File: config.mk
export PLATFORM = sky130hd
export DESIGN_NAME = netctl_regs
export DESIGN_NICKNAME = d
export VERILOG_FILES = /design/src/rtl/netctl_pkg.sv /design/src/rtl/netctl_cmd_fsm.sv /design/src/rtl/netctl_flags.sv /design/src/rtl/netctl_cfg.sv /design/src/rtl/netctl_regs.sv
export SDC_FILE = /design/constraint.sdc
export NUM_CORES = 1
export LEC_CHECK = 0
export CORE_AREA = 4 4 73 82
export DETAILED_ROUTE_END_ITERATION = 10
export DIE_AREA = 0 0 77 86
export DONT_BUFFER_PORTS = 1
export GPL_TIMING_DRIVEN = 0
export PLACE_DENSITY_LB_ADDON = 0.08
export SLEW_MARGIN = 40
export SYNTH_ARGS = -nofsm -noshare
export SYNTH_HDL_FRONTEND = slang
export SYNTH_SLANG_ARGS = --single-unit
File: constraint.sdc
create_clock -name clk -period 1.85 [get_ports clk]
set_input_delay 0.4625 -clock clk [delete_from_list [all_inputs] [get_ports clk]]
set_output_delay 0.4625 -clock clk [all_outputs]
set_load 0.02 [all_outputs]
File: src/rtl/netctl_pkg.sv
package netctl_pkg;
    localparam int REG_W     = 16;
    localparam int SEL_W     = 2;
    localparam int NUM_FLAGS = 7;
    localparam int FLAG_LSB  = 8;
    localparam int ADDR_W    = 24;
    localparam int BUS_W     = 3;

    localparam int B_INIT  = 0;
    localparam int B_START = 1;
    localparam int B_STOP  = 2;
    localparam int B_TDMD  = 3;
    localparam int B_IEN   = 6;

    // flags that raise interrupt-pending (signal quality excluded)
    localparam logic [NUM_FLAGS-1:0] IRQ_MASK = 7'b101_1111;
    // flags summarised in the error bit
    localparam logic [NUM_FLAGS-1:0] ERR_MASK = 7'b111_1000;

    typedef enum logic {
        ST_STOPPED = 1'b0,
        ST_RUNNING = 1'b1
    } run_state_e;
endpackage

File: src/rtl/netctl_cmd_fsm.sv
module netctl_cmd_fsm
    import netctl_pkg::*;
(
    input  logic             clk,
    input  logic             rst_n,
    input  logic             wr0,
    input  logic [REG_W-1:0] wdata,
    input  logic             init_ack,
    input  logic             tdmd_ack,
    output logic             running,
    output logic             stop_clr,
    output logic             cmd_init,
    output logic             cmd_tdmd,
    output logic             init_strobe,
    output logic             tdmd_strobe
);
    run_state_e state_q, state_d;
    logic init_set, tdmd_set;

    assign stop_clr = wr0 && wdata[B_STOP];
    assign init_set = wr0 && !stop_clr && wdata[B_INIT] && !cmd_init;
    assign tdmd_set = wr0 && !stop_clr && wdata[B_TDMD] && !cmd_tdmd;

    always_comb begin
        state_d = state_q;
        unique case (state_q)
            ST_STOPPED: if (wr0 && wdata[B_START] && !wdata[B_STOP]) state_d = ST_RUNNING;
            ST_RUNNING: if (stop_clr) state_d = ST_STOPPED;
        endcase
    end

    always_ff @(posedge clk) begin
        if (!rst_n) state_q <= ST_STOPPED;
        else        state_q <= state_d;
    end

    always_ff @(posedge clk) begin
        if (!rst_n) begin
            cmd_init    <= 1'b0;
            cmd_tdmd    <= 1'b0;
            init_strobe <= 1'b0;
            tdmd_strobe <= 1'b0;
        end else begin
            init_strobe <= init_set;
            tdmd_strobe <= tdmd_set;
            if (stop_clr)      cmd_init <= 1'b0;
            else if (cmd_init) cmd_init <= !init_ack;
            else               cmd_init <= init_set;
            if (stop_clr)      cmd_tdmd <= 1'b0;
            else if (cmd_tdmd) cmd_tdmd <= !tdmd_ack;
            else               cmd_tdmd <= tdmd_set;
        end
    end

    assign running = (state_q == ST_RUNNING);
endmodule

File: src/rtl/netctl_flags.sv
module netctl_flags
    import netctl_pkg::*;
#(
    parameter int N = NUM_FLAGS
) (
    input  logic         clk,
    input  logic         rst_n,
    input  logic         stop_clr,
    input  logic         wr0,
    input  logic [N-1:0] clr_bits,
    input  logic [N-1:0] ev,
    output logic [N-1:0] flags
);
    for (genvar i = 0; i < N; i++) begin : g_flag
        always_ff @(posedge clk) begin
            if (!rst_n)        flags[i] <= 1'b0;
            else if (stop_clr) flags[i] <= 1'b0;
            else               flags[i] <= ev[i] | (flags[i] & !(wr0 & clr_bits[i]));
        end
    end
endmodule

File: src/rtl/netctl_cfg.sv
module netctl_cfg
    import netctl_pkg::*;
(
    input  logic             clk,
    input  logic             rst_n,
    input  logic [SEL_W-1:0] sel,
    input  logic             wr_cfg,
    input  logic [REG_W-1:0] wdata,
    output logic [REG_W-1:0] reg1,
    output logic [REG_W-1:0] reg2,
    output logic [REG_W-1:0] reg3
);
    logic [REG_W-1:1] addr_lo_q;

    always_ff @(posedge clk) begin
        if (!rst_n) begin
            addr_lo_q <= '0;
            reg2      <= '0;
            reg3      <= '0;
        end else if (wr_cfg) begin
            unique case (sel)
                2'd1:    addr_lo_q <= wdata[REG_W-1:1];
                2'd2:    reg2      <= wdata;
                2'd3:    reg3      <= wdata;
                default: ;
            endcase
        end
    end

    assign reg1 = {addr_lo_q, 1'b0};
endmodule

File: src/rtl/netctl_regs.sv
module netctl_regs
    import netctl_pkg::*;
(
    input  logic                 clk,
    input  logic                 rst_n,
    input  logic                 host_we,
    input  logic                 host_port,
    input  logic [REG_W-1:0]     host_wdata,
    output logic [REG_W-1:0]     host_rdata,
    input  logic [NUM_FLAGS-1:0] ev_flags,
    input  logic                 init_ack,
    input  logic                 tdmd_ack,
    output logic                 irq,
    output logic                 init_strobe,
    output logic                 tdmd_strobe,
    output logic                 running,
    output logic [ADDR_W-1:0]    init_addr,
    output logic [BUS_W-1:0]     bus_cfg
);
    logic [SEL_W-1:0]     sel_q;
    logic                 inea_q;
    logic [NUM_FLAGS-1:0] flags_q;
    logic                 wr0, wr_cfg, stop_clr, cmd_init, cmd_tdmd;
    logic                 pending, err_sum;
    logic [REG_W-1:0]     reg0, reg1, reg2, reg3;

    assign wr0    = host_we && host_port && (sel_q == '0);
    assign wr_cfg = host_we && host_port && (sel_q != '0) && !running;

    always_ff @(posedge clk) begin
        if (!rst_n) begin
            sel_q  <= '0;
            inea_q <= 1'b0;
        end else begin
            if (host_we && !host_port) sel_q  <= host_wdata[SEL_W-1:0];
            if (wr0)                   inea_q <= host_wdata[B_IEN];
        end
    end

    netctl_cmd_fsm u_fsm (
        .clk         (clk),
        .rst_n       (rst_n),
        .wr0         (wr0),
        .wdata       (host_wdata),
        .init_ack    (init_ack),
        .tdmd_ack    (tdmd_ack),
        .running     (running),
        .stop_clr    (stop_clr),
        .cmd_init    (cmd_init),
        .cmd_tdmd    (cmd_tdmd),
        .init_strobe (init_strobe),
        .tdmd_strobe (tdmd_strobe)
    );

    netctl_flags #(.N(NUM_FLAGS)) u_flags (
        .clk      (clk),
        .rst_n    (rst_n),
        .stop_clr (stop_clr),
        .wr0      (wr0),
        .clr_bits (host_wdata[FLAG_LSB +: NUM_FLAGS]),
        .ev       (ev_flags),
        .flags    (flags_q)
    );

    netctl_cfg u_cfg (
        .clk    (clk),
        .rst_n  (rst_n),
        .sel    (sel_q),
        .wr_cfg (wr_cfg),
        .wdata  (host_wdata),
        .reg1   (reg1),
        .reg2   (reg2),
        .reg3   (reg3)
    );

    assign pending = |(flags_q & IRQ_MASK);
    assign err_sum = |(flags_q & ERR_MASK);
    assign reg0 = {err_sum, flags_q, pending, inea_q, running, running,
                   cmd_tdmd, !running, running, cmd_init};

    always_comb begin
        unique case (sel_q)
            2'd0:    host_rdata = reg0;
            2'd1:    host_rdata = running ? '0 : reg1;
            2'd2:    host_rdata = running ? '0 : reg2;
            default: host_rdata = running ? '0 : reg3;
        endcase
    end

    assign irq       = pending && inea_q;
    assign init_addr = {reg2[7:0], reg1};
    assign bus_cfg   = reg3[BUS_W-1:0];
endmodule

==> results.toml, run 1 <==
[status]
status = "complete, but fails checks"
violations = "negative setup slack"

[cells_and_area]
seqCellArea_sq_mm = 0.00125
nets = 407
utilization_pct = 80.1
instances_no_fill = 443
multiInputGateArea_sq_mm = 0.00195
nFillCells = 314
syn2layout_area_growth_pct = 39.4
antenna_cells = 0
drive_above_1_share_pct = 37.3

[yosys]
synth-edff-count = 0
yosys_most_used_dff = "dfxtp_1"
async_reset_ff_share_pct = 0
netlist_area_sq_mm = 0.00300
ys_ff_latch = 62
syn_nets = 360
ys_types = 36
yosysWarnings = 0
syn_avg_cell_area_sq_um = 9.06
seq_area_frac_synth_pct = 41.4
syn_inst = 331

[detailed_routing]
drtIter0Drc = 227
routed_wl_um = 10100
antenna_left = 0
drc_errors = 0
dr_total_vias = 2674
vias_per_cell = 6.04
dr.pass1.iters = 4
wl_per_cell_um = 22.7

[setup_path]
r2r_end = "u_cfg.addr_lo_q[1]$_SDFFE_PN0P_"
endpoint_kind = "primary output"
crit_fanout = 5
r2r-start = "u_fsm.running$_SDFF_PN0_"
crit_required_ns = 1.39
cp-start-kind = "register"
r2r_slack_ns = 0.07
critPathKind = "reg2out"
critPathArrivalTime_ns = 1.65
r2r_cells = 7

[die]
die_area_sq_mm = 0.00662
die_w_um = 77
die_y_um = 86
io-pin-count = 76
coreArea_sq_mm = 0.00522
start_util_pct = 57.5
row_count = 28

[cts]
root_buffer = "clkbuf_8"
clk_path_buf_depth = 2
clkTransAtPathRegs_ns = 0.07
cts.sinks = 62
h-tree-depth = 3
cts_buffers = 9
cts_tree = "done"
clk_latency_ns = 0.35

[hold_path]
hold_path_depth = 2
worstHoldStart = "host_wdata[6]"
min_path_type = "in2reg"
min_to = "inea_q$_SDFFE_PN0P_"

[sta]
clock_skew_ns = 0.0103
slew_violations = 0
period_share_pct = 114
setup_slack_ns = -0.259
period_needed_ns = 2.11
setup_tns_ns = -3.24
max_freq_ghz = 0.474
rsz0062_at_grt = "true"
setup_violations = 17
tightest_slew_ns = 0.668
slew_headroom_pct = 55.5
hold_viol = 0
worst_hold_slack_ns = 0.263

[power_and_ir_drop]
switching_share_pct = 26.6
power_frac_clock_pct = 41.4
pwr-share-comb_pct = 15.2
p_switching_mw = 0.858
peakVddDrop_uv = 580
power.leakage_nw = 1.65
power.density_mw_per_mm2 = 772
seqPwrFrac_pct = 43.4
intPower_mw = 2.37
power_mw = 3.23

[grt]
grt_pass1_vias = 2598
overflow = 0
antenna_found_initial = 0
grt_max_degree = 11
grt_pass1_wl_um = 14500
gr-usage-all-layers_pct = 29.0

[placement]
dp_cells = 391
detailed_place_hpwl_um = 5660
placement.io_buffers = 0
place_congestion = 0.837

[job]
maxCapViolCount = 0
[critical path, cell delays in order, from the launching register on]
cell and delay (ns):
dfxtp_4 0.38, buf_8 0.13, and2b_4 0.31, clkbuf_16 0.18, nand2_4 0.05, o221ai_4 0.23
[per-stage QoR]
step                worst slack (ns)  instance area (sq um)
detailed placement            -0.323                   3150
global placement              -0.319                   3150
finish                        -0.259                   4180
CTS                           -0.228                   3920
floorplan                   0.000189                   3070
global route                  -0.306                   4180
[cell usage in the layout, fill, tap and decap left out, drive strengths merged]
| cell type | instances |
|---|---|
| buf | 59 |
| a31oi | 3 |
| or3 | 1 |
| nand3b | 2 |
| a21boi | 2 |
| dfxtp | 62 |
| and4 | 2 |
| a211oi | 1 |
| mux2 | 3 |
| bufinv | 2 |
| a2bb2oi | 1 |
| clkbuf | 25 |
| o221a | 7 |
| and4bb | 1 |
| conb | 1 |
| o22ai | 11 |
| nand2 | 76 |
| and3b | 1 |
| and2 | 1 |
| nor2b | 11 |
| inv | 9 |
| clkinv | 2 |
| mux2i | 61 |
| nand4 | 1 |
| or2 | 2 |
| nor2 | 2 |
| o221ai | 1 |
| a21oi | 20 |
| nand2b | 6 |
| nor3b | 2 |
| nor4 | 3 |
| and2b | 1 |
| nand4bb | 1 |
[Yosys cell counts, types with 3 or more instances]
master    instances  share of area, %
buf_2             7               1.2
a31oi_1           3              0.63
buf_6             3               1.1
inv_1             8               1.0
nand2b_1          6               1.3
clkbuf_1         12               1.5
a21oi_1          20               3.3
mux2i_1          61                20
mux2_2            3               1.1
buf_4            12               3.0
o221a_2           7               2.6
dfxtp_1          62                41
nand2_1          76               9.5
o22ai_1          11               2.3
nor2b_1          11               2.3
[cell type report]
type	count	share of cell area, %
tap	60	1.80
clock buffer	12	3.47
multi-input combinational	224	46.6
timing repair buffer	36	7.69
sequential	62	30.0
clock inverter	4	1.68
buffer	36	7.90
inverter	9	0.808
[state kept, by name, indices dropped and copies added (netlist names)]
signal	flops
u_flags.flags	7
u_fsm.running	1
u_cfg.reg3	16
u_fsm.cmd_init	1
u_fsm.tdmd_strobe	1
u_fsm.cmd_tdmd	1
u_cfg.addr_lo_q	15
sel_q	2
u_fsm.init_strobe	1
u_cfg.reg2	16
inea_q	1
[what timing repair did]
| action | in CTS | in global routing |
|---|---|---|
| hold buffers | 0 | 0 |
| pin swaps | 21 | 11 |
| resized for setup | 88 | 21 |
| endpoints found under the setup margin | 18 | 37 |
| cloned | 1 | 1 |
| setup buffers | 15 | 19 |
[metal layers]
layer	vias up	track usage (%)	routed length [um]
met5	-	0	0
met4	0	10.4	329
met3	33	10.3	820
met2	124	48.6	5070
met1	1284	34.4	3860
li1	1233	-	-
[cell families (layout without fill, tap and decap cells)]
family | Yosys count | in the layout | share of synthesized area, %
buffers and inverters | 45 | 97 | 8.18
muxes | 64 | 64 | 21.5
other | 1 | 1 | 0.125
AOI/OAI and AO/OA | 46 | 46 | 10.2
DFF | 62 | 62 | 41.4
and+or+nand+nor | 113 | 113 | 18.6
[worst max path at each step]
stage / startpoint / end / slack (ns) / cells past startpoint
final: u_fsm.running$_SDFF_PN0_ / host_rdata[7] / -0.26 / 5
after global placement: sel_q[0]$_SDFFE_PN0P_ / host_rdata[0] / -0.32 / 5
after global routing: u_fsm.running$_SDFF_PN0_ / host_rdata[7] / -0.31 / 5
after floorplan: sel_q[0]$_SDFFE_PN0P_ / host_rdata[1] / 0.0002 / 5
after detailed placement: sel_q[0]$_SDFFE_PN0P_ / host_rdata[0] / -0.32 / 5
after CTS: u_fsm.running$_SDFF_PN0_ / host_rdata[7] / -0.23 / 5
[power by group through the flow]
stage	Sequential [mW]	Clock, mW	Combinational (mW)
finish	1.40	1.34	0.491
global route	1.40	1.41	0.517
CTS	1.40	1.33	0.435
detailed placement	1.42	0	0.313
global placement	1.42	0	0.309
floorplan	1.41	0	0.248
Note: power is estimated with default switching activity, not from simulation.
==> inputs of run 2 (changes only) <==
CORE_AREA = 4 4 88 98   (was 4 4 73 82)
DIE_AREA = 0 0 92 102   (was 0 0 77 86)
GPL_TIMING_DRIVEN = default   (was 0)
==> run 2 against run 1 <==
Net effect:
- first-iteration DRC count is 49% lower
- global-route usage is 10 points lower
- cell count is 6.8% higher
- clock power is 7% lower
- wire length is 16% lower
- the flow still finishes with violations (negative setup slack)
- highest routed layer unchanged
- sequential power hardly changed
- largest power group unchanged
- die area is 42% higher
==> results.toml, run 2 (synthesized netlist as in run 1, its figures left out) <==
[setup_path]
critPathSlowestCell = "dfxtp_4"
cpPeakStageDelay_ns = 0.37
crit_fanout = 5
critPathArrivalTime_ns = 1.55
r2r_cells = 6
crit_chain = "and2b_4, buf_4, buf_6, a21oi_4, o22ai_4, buf_6"
crit_required_ns = 1.39
critPathKind = "reg2out"
cp-start-kind = "register"
endpoint_kind = "primary output"
crit_top_cell = "buf_6"

[power_and_ir_drop]
power.leakage_nw = 1.58
seqPwrFrac_pct = 45.1
power.density_mw_per_mm2 = 746
peakVddDrop_uv = 501
switching_share_pct = 26.2
intPower_mw = 2.29
p_switching_mw = 0.814
pwr-share-comb_pct = 14.9
power_frac_clock_pct = 40.1

[die]
die_y_um = 102
die_area_sq_mm = 0.00938
row_count = 34
coreArea_sq_mm = 0.00774
start_util_pct = 38.7
io-pin-count = 76
die_w_um = 92

[placement]
placement.io_buffers = 0
detailed_place_hpwl_um = 5730
dp_cells = 445
place_congestion = 0.759

[sta]
setup_tns_ns = -1.78
period_needed_ns = 2.01
worst_hold_slack_ns = 0.262
rsz0062_at_grt = "true"
slew_violations = 0
hold_viol = 0
period_share_pct = 109
setup_slack_ns = -0.165
max_freq_ghz = 0.496
setup_violations = 17
clock_skew_ns = 0.00457

[cts]
clkTransAtPathRegs_ns = 0.07
cts_buffers = 9
clk_path_buf_depth = 2
h-tree-depth = 3
cts.sinks = 62
clk_latency_ns = 0.35
cts_tree = "done"
root_buffer = "clkbuf_8"

[cells_and_area]
antenna_cells = 0
final_common_cell = "nand2_1"
instances_no_fill = 473
drive_above_1_share_pct = 39.5
utilization_pct = 53.8
reg_top3 = "u_cfg.reg2 x16, u_cfg.reg3 x16, u_cfg.addr_lo_q x15"
nets = 389
syn2layout_area_growth_pct = 38.8
layout_common_cells = "nand2_1 (74), dfxtp_1 (56), mux2i_1 (52)"

[grt]
antenna_found_initial = 0
grt_max_degree = 78
overflow = 0
gr-usage-all-layers_pct = 18.6
grt_pass1_vias = 2440
grt_pass1_wl_um = 13300

[hold_path]
min_path_type = "in2reg"
hold_path_depth = 1

[detailed_routing]
dr_total_vias = 2440
drtIter0Drc = 115
antenna_left = 0
wl_per_cell_um = 18.0
vias_per_cell = 5.16
dr.pass1.iters = 4
routed_wl_um = 8500
drc_errors = 0

[status]
violations = "negative setup slack"
status = "complete, but fails checks"

[job]
maxCapViolCount = 0
## run 2: changes by cell type in the layout (fill, tap and decap cells not counted), moves of 4 or more
cell      change
clkbuf_1     -11
mux2i_4       +5
buf_4        -15
nor2b_1       -7
buf_6        +11
nor2b_2       +4
## run 2: layer usage
metal	global-route usage [%]	routed length, um
met5	0	0
met4	6.86	128
met3	5.60	502
met2	30.7	4160
met1	23.0	3710
## run 2: worst paths after layout
kind,startpoint,end,slack (ns)
setup / recovery,sel_q[0]$_SDFFE_PN0P_,host_rdata[3],-0.16
hold / removal,rst_n,u_flags.flags[2]$_SDFF_PP0_,0.26
setup reg to reg,u_fsm.running$_SDFF_PN0_,u_cfg.addr_lo_q[14]$_SDFFE_PN0P_,0.21
hold reg to reg,u_cfg.reg3[7]$_SDFFE_PN0P_,u_cfg.reg3[7]$_SDFFE_PN0P_,0.46
## run 2: power by group through the flow
stage	clock network [mW]	registers, mW	logic (mW)
final	1.24	1.40	0.462
after global routing	1.33	1.40	0.495
after CTS	1.27	1.40	0.434
after detailed placement	0	1.42	0.323
after global placement	0	1.42	0.322
after floorplan	0	1.41	0.248
## run 2: final cells by class
cell class              count  area, sq um
multi-input cells         224         1950
well taps                 108          135
clock buffers              11          151
inverters                   9         33.8
flip-flops and latches     62         1250
clock inverters             5         57.6
repair buffers             54          584
fillers                   730         3580
## run 2: worst max-delay path: cells and delay by family, from the launching register on
kind                   cells  cell delay, ns
AOI/OAI and AO/OA          2            0.25
buffers and inverters      3            0.38
DFF                        1            0.37
and+or+nand+nor            1            0.20
## run 2: metrics by stage
stage	area (sq um)	setup WS, ns	power [mW]
floorplan	3070	0.000189	1.66
global placement	3330	0.150	1.75
detailed placement	3330	0.0993	1.75
CTS	4000	-0.177	3.11
global route	4160	-0.212	3.23
finish	4160	-0.165	3.11
## run 2: repair_timing
action                                 in CTS  in global routing
pin swaps                                  13                  7
setup endpoints to repair                  17                 17
hold buffers                                0                  0
buffers inserted                            7                  3
gates resized for setup                    86                 20
gates cloned                                2                  1
endpoints found under the hold margin       0                  0
